File: config.mk
export PLATFORM = sky130hd
export DESIGN_NAME = sup_reset_ctrl
export DESIGN_NICKNAME = d
export VERILOG_FILES = /design/src/rtl/sup_rst_pkg.sv /design/src/rtl/sup_mr_qual.sv /design/src/rtl/sup_cause_merge.sv /design/src/rtl/sup_stretch_ctrl.sv /design/src/rtl/sup_reset_ctrl.sv
export SDC_FILE = /design/constraint.sdc
export NUM_CORES = 1
export LEC_CHECK = 0
export CAP_MARGIN = 20
export CORE_MARGIN = 2
export CORE_UTILIZATION = 45
export DETAILED_ROUTE_END_ITERATION = 7
export PLACE_DENSITY = 0.67
export SETUP_SLACK_MARGIN = 0.1
export SLEW_MARGIN = 10
export SYNTH_ARGS = -nofsm -noshare
export SYNTH_HDL_FRONTEND = slang
export SYNTH_SLANG_ARGS = --single-unit
File: constraint.sdc
create_clock -name clk_i -period 3.6 [get_ports clk_i]
set_clock_uncertainty 0.1 [all_clocks]
set_input_delay 1.08 -clock clk_i [delete_from_list [all_inputs] [get_ports clk_i]]
set_output_delay 1.08 -clock clk_i [all_outputs]
set_load 0.01 [all_outputs]
File: src/rtl/sup_rst_pkg.sv
package sup_rst_pkg;
  typedef enum logic [1:0] {
    PH_ACTIVE   = 2'd0,
    PH_STRETCH  = 2'd1,
    PH_RELEASED = 2'd2
  } rst_phase_e;
endpackage

File: src/rtl/sup_mr_qual.sv
module sup_mr_qual #(
  parameter int unsigned MR_QUAL_CYC = 50
) (
  input  logic clk_i,
  input  logic rst_ni,
  input  logic mr_ni,
  output logic mr_valid_o
);
  localparam int unsigned CW = $clog2(MR_QUAL_CYC + 1);
  localparam logic [CW-1:0] QMAX = CW'(MR_QUAL_CYC);

  logic [CW-1:0] cnt_q;

  always_ff @(posedge clk_i or negedge rst_ni) begin
    if (!rst_ni)          cnt_q <= '0;
    else if (mr_ni)       cnt_q <= '0;           // early release clears
    else if (cnt_q != QMAX) cnt_q <= cnt_q + 1'b1;
  end

  assign mr_valid_o = !mr_ni && (cnt_q == QMAX);

  p_mr_clear_r3: assert property (@(posedge clk_i) disable iff (!rst_ni)
    mr_ni |=> (cnt_q == '0));
  p_mr_sat_r4: assert property (@(posedge clk_i) disable iff (!rst_ni)
    cnt_q <= QMAX);
endmodule

File: src/rtl/sup_cause_merge.sv
module sup_cause_merge #(
  parameter int unsigned NUM_UV = 6
) (
  input  logic [NUM_UV-1:0] uv_flags_i,
  input  logic              mr_valid_i,
  input  logic              wdt_exp_i,
  output logic              cause_o
);
  assign cause_o = (|uv_flags_i) | mr_valid_i | wdt_exp_i;
endmodule

File: src/rtl/sup_stretch_ctrl.sv
module sup_stretch_ctrl
  import sup_rst_pkg::*;
#(
  parameter int unsigned STRETCH_CYC = 100
) (
  input  logic clk_i,
  input  logic rst_ni,
  input  logic hold_i,
  input  logic cause_i,
  output logic rst_no
);
  localparam int unsigned SW = (STRETCH_CYC > 1) ? $clog2(STRETCH_CYC) : 1;
  localparam logic [SW-1:0] LAST = SW'(STRETCH_CYC - 1);

  rst_phase_e    phase_q;
  logic [SW-1:0] cnt_q;

  always_ff @(posedge clk_i or negedge rst_ni) begin
    if (!rst_ni) begin
      phase_q <= PH_ACTIVE;
      cnt_q   <= '0;
    end else if (hold_i) begin
      phase_q <= phase_q;
      cnt_q   <= cnt_q;
    end else if (cause_i) begin
      phase_q <= PH_ACTIVE;
      cnt_q   <= '0;
    end else begin
      unique case (phase_q)
        PH_ACTIVE, PH_STRETCH: begin
          if (cnt_q == LAST) begin
            phase_q <= PH_RELEASED;
            cnt_q   <= '0;
          end else begin
            phase_q <= PH_STRETCH;
            cnt_q   <= cnt_q + 1'b1;
          end
        end
        default: begin
          phase_q <= PH_RELEASED;
          cnt_q   <= '0;
        end
      endcase
    end
  end

  assign rst_no = (phase_q == PH_RELEASED);

  p_hold_phase_r8: assert property (@(posedge clk_i) disable iff (!rst_ni)
    hold_i |=> ($stable(phase_q) && $stable(cnt_q)));
  p_restart_r7: assert property (@(posedge clk_i) disable iff (!rst_ni)
    (!hold_i && cause_i) |=> (cnt_q == '0 && phase_q == PH_ACTIVE));
  p_release_clean_r6: assert property (@(posedge clk_i) disable iff (!rst_ni)
    $rose(rst_no) |-> (!$past(cause_i) && !$past(hold_i)));
endmodule

File: src/rtl/sup_reset_ctrl.sv
module sup_reset_ctrl #(
  parameter int unsigned NUM_UV      = 6,
  parameter int unsigned MR_QUAL_CYC = 50,
  parameter int unsigned STRETCH_CYC = 100
) (
  input  logic              clk_i,
  input  logic              rst_ni,
  input  logic [NUM_UV-1:0] uv_flags_i,
  input  logic              mr_ni,
  input  logic              wdt_exp_i,
  input  logic              margin_ni,
  output logic              rst_no
);
  logic mr_valid;
  logic cause;
  logic hold;

  assign hold = !margin_ni;

  sup_mr_qual #(.MR_QUAL_CYC(MR_QUAL_CYC)) u_mr_qual (
    .clk_i      (clk_i),
    .rst_ni     (rst_ni),
    .mr_ni      (mr_ni),
    .mr_valid_o (mr_valid)
  );

  sup_cause_merge #(.NUM_UV(NUM_UV)) u_merge (
    .uv_flags_i (uv_flags_i),
    .mr_valid_i (mr_valid),
    .wdt_exp_i  (wdt_exp_i),
    .cause_o    (cause)
  );

  sup_stretch_ctrl #(.STRETCH_CYC(STRETCH_CYC)) u_stretch (
    .clk_i   (clk_i),
    .rst_ni  (rst_ni),
    .hold_i  (hold),
    .cause_i (cause),
    .rst_no  (rst_no)
  );

  p_margin_freeze_r8: assert property (@(posedge clk_i) disable iff (!rst_ni)
    !margin_ni |=> $stable(rst_no));
  p_uv_asserts_r2: assert property (@(posedge clk_i) disable iff (!rst_ni)
    (margin_ni && |uv_flags_i) |=> !rst_no);
  p_wdt_asserts_r5: assert property (@(posedge clk_i) disable iff (!rst_ni)
    (margin_ni && wdt_exp_i) |=> !rst_no);
endmodule

==> results of run 1 <==
-- metrics by stage --
stage / hold WS (ns) / power [mW] / instance area (µm²) / setup slack, ns
2_1_floorplan: 0.351 / 0.188 / 838 / 1.47
3_3_place_gp: 0.363 / 0.205 / 980 / 0.875
3_5_place_dp: 0.367 / 0.206 / 980 / 0.901
4_1_cts: 0.387 / 0.300 / 1010 / 1.07
5_1_grt: 0.427 / 0.314 / 1010 / 0.991
6_report: 0.384 / 0.296 / 1010 / 1.10
-- Yosys cell counts --
| master | instances |
|---|---|
| nand4_1 | 1 |
| or2_0 | 1 |
| inv_2 | 1 |
| o21a_1 | 1 |
| nor4_1 | 2 |
| o311ai_4 | 1 |
| or2b_1 | 1 |
| a221o_1 | 1 |
| nand2b_4 | 1 |
| o21ai_0 | 2 |
| dfrtp_1 | 15 |
| nand3_2 | 1 |
| nand2b_2 | 1 |
| mux2_2 | 1 |
| a2111oi_0 | 3 |
| nand2b_1 | 1 |
| nor2_1 | 8 |
| a21o_1 | 5 |
| nor3_1 | 3 |
| o41a_1 | 1 |
| or3_1 | 1 |
| a22o_1 | 1 |
| or2_1 | 1 |
| nor3_2 | 1 |
| and3_1 | 1 |
| xor2_1 | 2 |
| a2111oi_2 | 1 |
| inv_1 | 3 |
| a211oi_1 | 1 |
| ha_1 | 3 |
| nand3_1 | 3 |
| xnor2_1 | 3 |
| and4bb_2 | 1 |
| nand2_1 | 6 |
-- registers in the layout, indices dropped and copies added (netlist names) --
| signal | count |
|---|---|
| u_stretch.cnt_q | 7 |
| u_mr_qual.cnt_q | 6 |
| u_stretch.phase_q | 2 |
-- final cells by class --
| type | instances | share of cell area [%] |
|---|---|---|
| Clock buffer | 4 | 2.61 |
| Inverter | 4 | 1.49 |
| Multi-Input combinational cell | 60 | 44.5 |
| Sequential cell | 15 | 37.3 |
| Tap cell | 25 | 3.11 |
| Timing Repair Buffer | 11 | 10.9 |
-- routing by layer --
layer	wire, µm	up-vias	part of all wire (%)
met5	0	-	0
met4	20	0	1.3
met3	61	2	4.0
met2	662	11	43
met1	787	303	51
li1	-	320	-
-- cells by family after synthesis --
group           synth area share, %
compound gates                 19.1
buf+inv                        1.79
xor+xnor                       5.22
flops                          44.8
simple gates                   23.3
fa+ha+maj                      4.48
mux                            1.34
-- worst paths after layout --
check / slack, ns / to / depth (start not counted) / startpoint
worst min-delay path: 0.38 / u_stretch.phase_q[0] / 1 / u_stretch.phase_q[0]
max in group asynchronous: 1.90 / u_stretch.cnt_q[1] / 1 / rst_ni
worst max register to register: 1.88 / u_stretch.cnt_q[6] / 4 / u_stretch.cnt_q[4]
min in group asynchronous: 1.09 / u_stretch.cnt_q[2] / 1 / rst_ni
worst max-delay path: 1.10 / rst_no / 3 / u_stretch.phase_q[1]
worst min register to register: 0.38 / u_stretch.phase_q[0] / 1 / u_stretch.phase_q[0]
-- layout by cell type (no fill, tap or decap), types with 3 or more instances in the layout --
| master | count |
|---|---|
| nor3_1 | 3 |
| nand2_1 | 6 |
| nor2_1 | 8 |
| nand3_1 | 3 |
| clkbuf_4 | 3 |
| xnor2_1 | 3 |
| clkdlybuf4s50_1 | 11 |
| inv_1 | 3 |
| dfrtp_1 | 15 |
| a21o_1 | 5 |
| a2111oi_0 | 3 |
| ha_1 | 3 |
-- report_power, final --
| part | leakage [nW] | total, mW | switching (mW) | internal (mW) |
|---|---|---|---|---|
| clock | 0.0150 | 0.0934 | 0.0503 | 0.0430 |
| sequential | 0.207 | 0.174 | 0.00319 | 0.171 |
| combinational | 0.239 | 0.0279 | 0.0124 | 0.0155 |
| total | 0.461 | 0.296 | 0.0659 | 0.230 |
==> results.md, run 1 <==
* Max incr delay on CP at around 0.53 ns
* Cell Chain, Critical Path: inv_1, nor2_1, clkdlybuf4s50_1
* Initial Util at 48.0%
* Fmax at 399 MHz
* Cell taking the most area after synthesis: dfrtp_1
* Antenna Cells at 0
* Grt peak-use layer: met1
* First-pass GRT wire length at 2790 µm
* DRT Pass-1 Iters at 4
* Area Overhead vs Synth at 20.0%
* Full die area at 2220 µm²
* Share of layout cells above drive strength 1 at about an eighth
* Max H-tree Level at 1
* Post-route DRC violation count at 0
* Vias at 636
* Required time of the critical path at 2.42 ns
* Root buf cell: clkbuf_4
* Post-Syn Nets at 93
* FF+latch area at 375 µm²
* Total grt overflow at 0
* Final hold vios at 0
* Die Ht at 47.2 µm
* Syn Area/Cell at 10.6 µm²
* Core area at 1750 µm²
* Area of the multi-input gates at 448 µm²
* Met3 usage in global routing at 6.92%
* Initial antenna violation count at 0
* Startpoint Class: flop
* Clock Sinks at 15
* CTS clk-pin slew, worst paths at roughly 0.08 ns
* Filler instances at 160
* Peak supply drop at around 0.21 mV
* Clock latency at the later pin of the worst-skew pair at between 0.2 and 0.3 ns
* Slew at the pin closest to its max-slew limit at 0.640 ns
* PostCTS Resize Cnt at 0
* Slowest CP cell: clkdlybuf4s50_1
* HP Class: reg -> reg
* Worst slew margin at between 50% and 60%
* # IOs at 12
* Largest net degree at the start of global routing at 16
* Number of port buffers at 11
* Final HPWL DP at 1160 µm
* Total global-route track usage at 18.5%
* Yosys top cell area share at 44.8%
* Leakage power at ~0.46 nW
* Initial DRC count at 3
* Final antenna-violating net count at 0
* WL per Instance at 12.9 µm
* Slew Limit Fails at 0
* Post-layout util at slightly below 60%
* Gate Count Post-Synth at a little under 80
* Worst EP arrival at 1.32 ns
* Register area share after synthesis at ~45%
* Die W at approximately 47 µm
* Status: completed
* Post-layout min period at 2.50 ns
* WL final at 1530 µm
* Nets at 109
* Period utilization at 69.6%
* Vias in the first global route at between 500 and 600
* Placed instance count at 115
* Setup TNS at 0 ns
* CTS hold repair buffers at 0
* MaxCap Viol Count at 0
* Crit path capture type: output port
* FP Rows at 15
* CP Class: reg -> out
* CP top delay family: buffers and inverters
* M2 GR Usage at 25.5%
* Final cell count without fillers at 119
* Cell Area, Synth at ~840 µm²
* Met1 usage at 26.5%
* Placer congestion estimate at 0.740
* Yosys warning total at 0
* Worst Path Buf+Inv at 2
* Unrepaired setup endpoints after global routing: no
* Final setup viols at 0
* Via density at 5.34
* Top post-synthesis cells by area: dfrtp_1 45%, a21o_1 4.5%, ha_1 4.5%
* Yosys cell types at 34
* CTS tree: built
* CTS Buf Count at 3
* Synthesized flop and latch total at 15
* P per Cell Area at between 200 and 300 nW/µm²
* Post-CTS Setup Inserts at 0
* Crit-path max FO at 3
* CTS Buffer Depth at 2
Note: power is estimated with default switching activity, not from simulation.
==> run 2, diff against run 1 <==
--- a/config.mk
+++ b/config.mk
@@ -9,7 +9,7 @@
 export CORE_MARGIN = 2
 export CORE_UTILIZATION = 45
 export DETAILED_ROUTE_END_ITERATION = 7
-export PLACE_DENSITY = 0.67
+export PLACE_DENSITY = 0.7
 export SETUP_SLACK_MARGIN = 0.1
 export SLEW_MARGIN = 10
 export SYNTH_ARGS = -nofsm -noshare
==> constraint.sdc (replaced) <==
create_clock -name clk_i -period 2.05 [get_ports clk_i]
set_clock_uncertainty 0.1 [all_clocks]
set_input_delay 0.615 -clock clk_i [delete_from_list [all_inputs] [get_ports clk_i]]
set_output_delay 0.615 -clock clk_i [all_outputs]
set_load 0.01 [all_outputs]
==> run 2 against run 1 <==
  * Combinational power grew 110%
  * Clock power grew 95%
  * Sequential power grew 76%
  * Critical endpoint is now u_stretch.cnt_q[2]
  * Clock-buffer cell count is the same
  * Critical path type is now in -> reg
  * Register-to-register slack lost 1.7 ns
  * Via count grew 8.8%
  * Largest power group unchanged
  * Worst hold slack gained 0.0037 ns
  * Cell area grew 8.3%
==> results.md, run 2 (same netlist as run 1, synthesis figures left out) <==
* Grt peak-use layer: met2
* Final HPWL DP at about 1200 µm
* Antenna Cells at 0
* DRT Pass-1 Iters at 4
* Setup TNS at 0 ns
* Unrepaired setup endpoints after global routing: yes
* Initial antenna violation count at 0
* Worst reg2reg path depth at 6
* Full die area at 2220 µm²
* CTS clk-pin slew, worst paths at 0.09 ns
* Worst EP arrival at 2.02 ns
* Final setup viols at 0
* Share of layout cells above drive strength 1 at a little under a quarter
* Initial Util at around 48%
* Switching Share at 25.0%
* Fmax at 532 MHz
* Total global-route track usage at 19.5%
* HP Class: reg -> reg
* Post-route DRC violation count at 0
* DP Worst Slack at -0.329 ns
* # IOs at 12
* Vias in the first global route at 650
* CTS hold repair buffers at 0
* FF+latch area at 375 µm²
* Core area at 1750 µm²
* Via density at 5.49
* FP Rows at 15
* CTS Buf Count at 3
* MaxCap Viol Count at 0
* Slew Limit Fails at 0
* Post-layout min period at about 1.9 ns
* Max reg flops at 7
* Number of port buffers at 11
* Met3 usage in global routing at 5.00%
* Biggest register: u_stretch.cnt_q
* Crit-path max FO at 7
* Largest net degree at the start of global routing at 16
* CTS tree: built
* Leakage power at 0.499 nW
* Setup slack after layout at around 0.17 ns
* Nets at 116
* WL per Instance at approximately 14 µm
* Max H-tree Level at 1
* Largest registers: u_stretch.cnt_q x7, u_mr_qual.cnt_q x6, u_stretch.phase_q x2
* Final antenna-violating net count at 0
* Area Overhead vs Synth at 30.0%
* Worst Hold Depth at 1
* CTS Buffer Depth at 2
* Root buf cell: clkbuf_4
* Startpoint Class: input pin
* Net Switching at 0.137 mW
* Required time of the critical path at 2.19 ns
* Slew at the pin closest to its max-slew limit at around 0.40 ns
* Commonest non-fill, non-tap cell in the layout: dfrtp_1
* First-pass GRT wire length at 2880 µm
* Initial DRC count at 17
* Filler instances at 152
* M2 GR Usage at 28.2%
* Die W at between 40 and 50 µm
* Commonest cells after routing, fill and taps aside: 15 x dfrtp_1, 10 x clkdlybuf4s50_1, 8 x nor2_1, 7 x buf_4, 6 x nand2_1
* Comb power frac at 10.9%
* Vias at roughly 700
* Period utilization at about nine tenths
* Status: completed
* Clock latency at the later pin of the worst-skew pair at ~0.3 ns
* Total grt overflow at 0
* Part of the power in registers at 55.9%
* CP Class: in -> reg
* Final hold vios at 0
* Placer congestion estimate at 0.809
* Area of the multi-input gates at ~480 µm²
* WL final at approximately 1800 µm
* R2r setup slk at 0.21 ns
* Met1 usage at 25.7%
* P per Cell Area at 503 nW/µm²
* Peak supply drop at between 0.3 and 0.4 mV
* Clock Sinks at 15
* Int Power at 0.411 mW
* Clock share of power at 33.1%
* Worst slew margin at roughly 73%
* Die Ht at 47.2 µm
* Crit path capture type: flop
run 2: cell types whose count changed in the layout (fill, tap and decap cells not counted), sizes merged:
cell / previous run / this run
buf: 0 / 7
clkdlybuf4s50: 11 / 10
dlygate4sd2: 0 / 1
run 2: area by class of cell:
type / instances / area share (%)
Tap cell: 25 / 2.87
Multi-Input combinational cell: 60 / 44.1
Sequential cell: 15 / 34.4
Inverter: 4 / 1.38
Timing Repair Buffer: 18 / 14.8
Clock buffer: 4 / 2.41
run 2: layer usage:
| metal | vias up | wire, µm |
|---|---|---|
| met5 | - | 0 |
| met4 | 0 | 48 |
| met3 | 5 | 72 |
| met2 | 18 | 836 |
| met1 | 333 | 836 |
| li1 | 336 | - |
run 2: worst paths after layout:
| kind | startpoint | endpoint |
|---|---|---|
| min in group asynchronous | rst_ni | u_stretch.phase_q[0] |
| hold / removal | u_stretch.phase_q[0] | u_stretch.phase_q[0] |
| max in group asynchronous | rst_ni | u_stretch.cnt_q[6] |
| setup reg to reg | u_stretch.cnt_q[1] | u_stretch.cnt_q[6] |
| setup / recovery | uv_flags_i[1] | u_stretch.cnt_q[2] |
| hold reg to reg | u_stretch.phase_q[0] | u_stretch.phase_q[0] |
run 2: worst max-delay path, stage by stage:
cell and delay [ns]:
clkdlybuf4s50_1 0.42, nor4_2 0.28, nand2_1 0.08, buf_4 0.18
a2111oi_1 0.31, a21o_1 0.13
run 2: power groups by stage:
stage	combinational (mW)	sequential, mW	clock [mW]
2_1_floorplan	0.0185	0.311	0
3_3_place_gp	0.0563	0.312	0
3_5_place_dp	0.0576	0.312	0
4_1_cts	0.0583	0.306	0.183
5_1_grt	0.0671	0.307	0.194
6_report	0.0598	0.306	0.182
run 2: timing repair:
item	CTS	global route
pin swaps	0	0
gates cloned	0	0
setup buffers	1	0
setup endpoints to repair	7	9
resized for setup	3	6
run 2: stage by stage:
stage	cell area, µm²	instances	util, %	total power [mW]	hold WS (ns)
global placement	1020	121	58.7	0.368	0.382
detailed placement	1020	121	58.7	0.370	0.371
floorplan	838	79	-	0.330	0.219
finish	1090	126	62.4	0.548	0.387
global route	1090	126	62.4	0.569	0.431
CTS	1060	126	60.7	0.547	0.392
==> run 3, diff against run 2 <==
--- a/config.mk
+++ b/config.mk
@@ -5,7 +5,7 @@
 export SDC_FILE = /design/constraint.sdc
 export NUM_CORES = 1
 export LEC_CHECK = 0
-export CAP_MARGIN = 20
+export CAP_MARGIN = 30
 export CORE_MARGIN = 2
 export CORE_UTILIZATION = 45
 export DETAILED_ROUTE_END_ITERATION = 7
==> results of run 3 <==
Same layout as run 2: the final DEF is identical, and so are final timing and power.
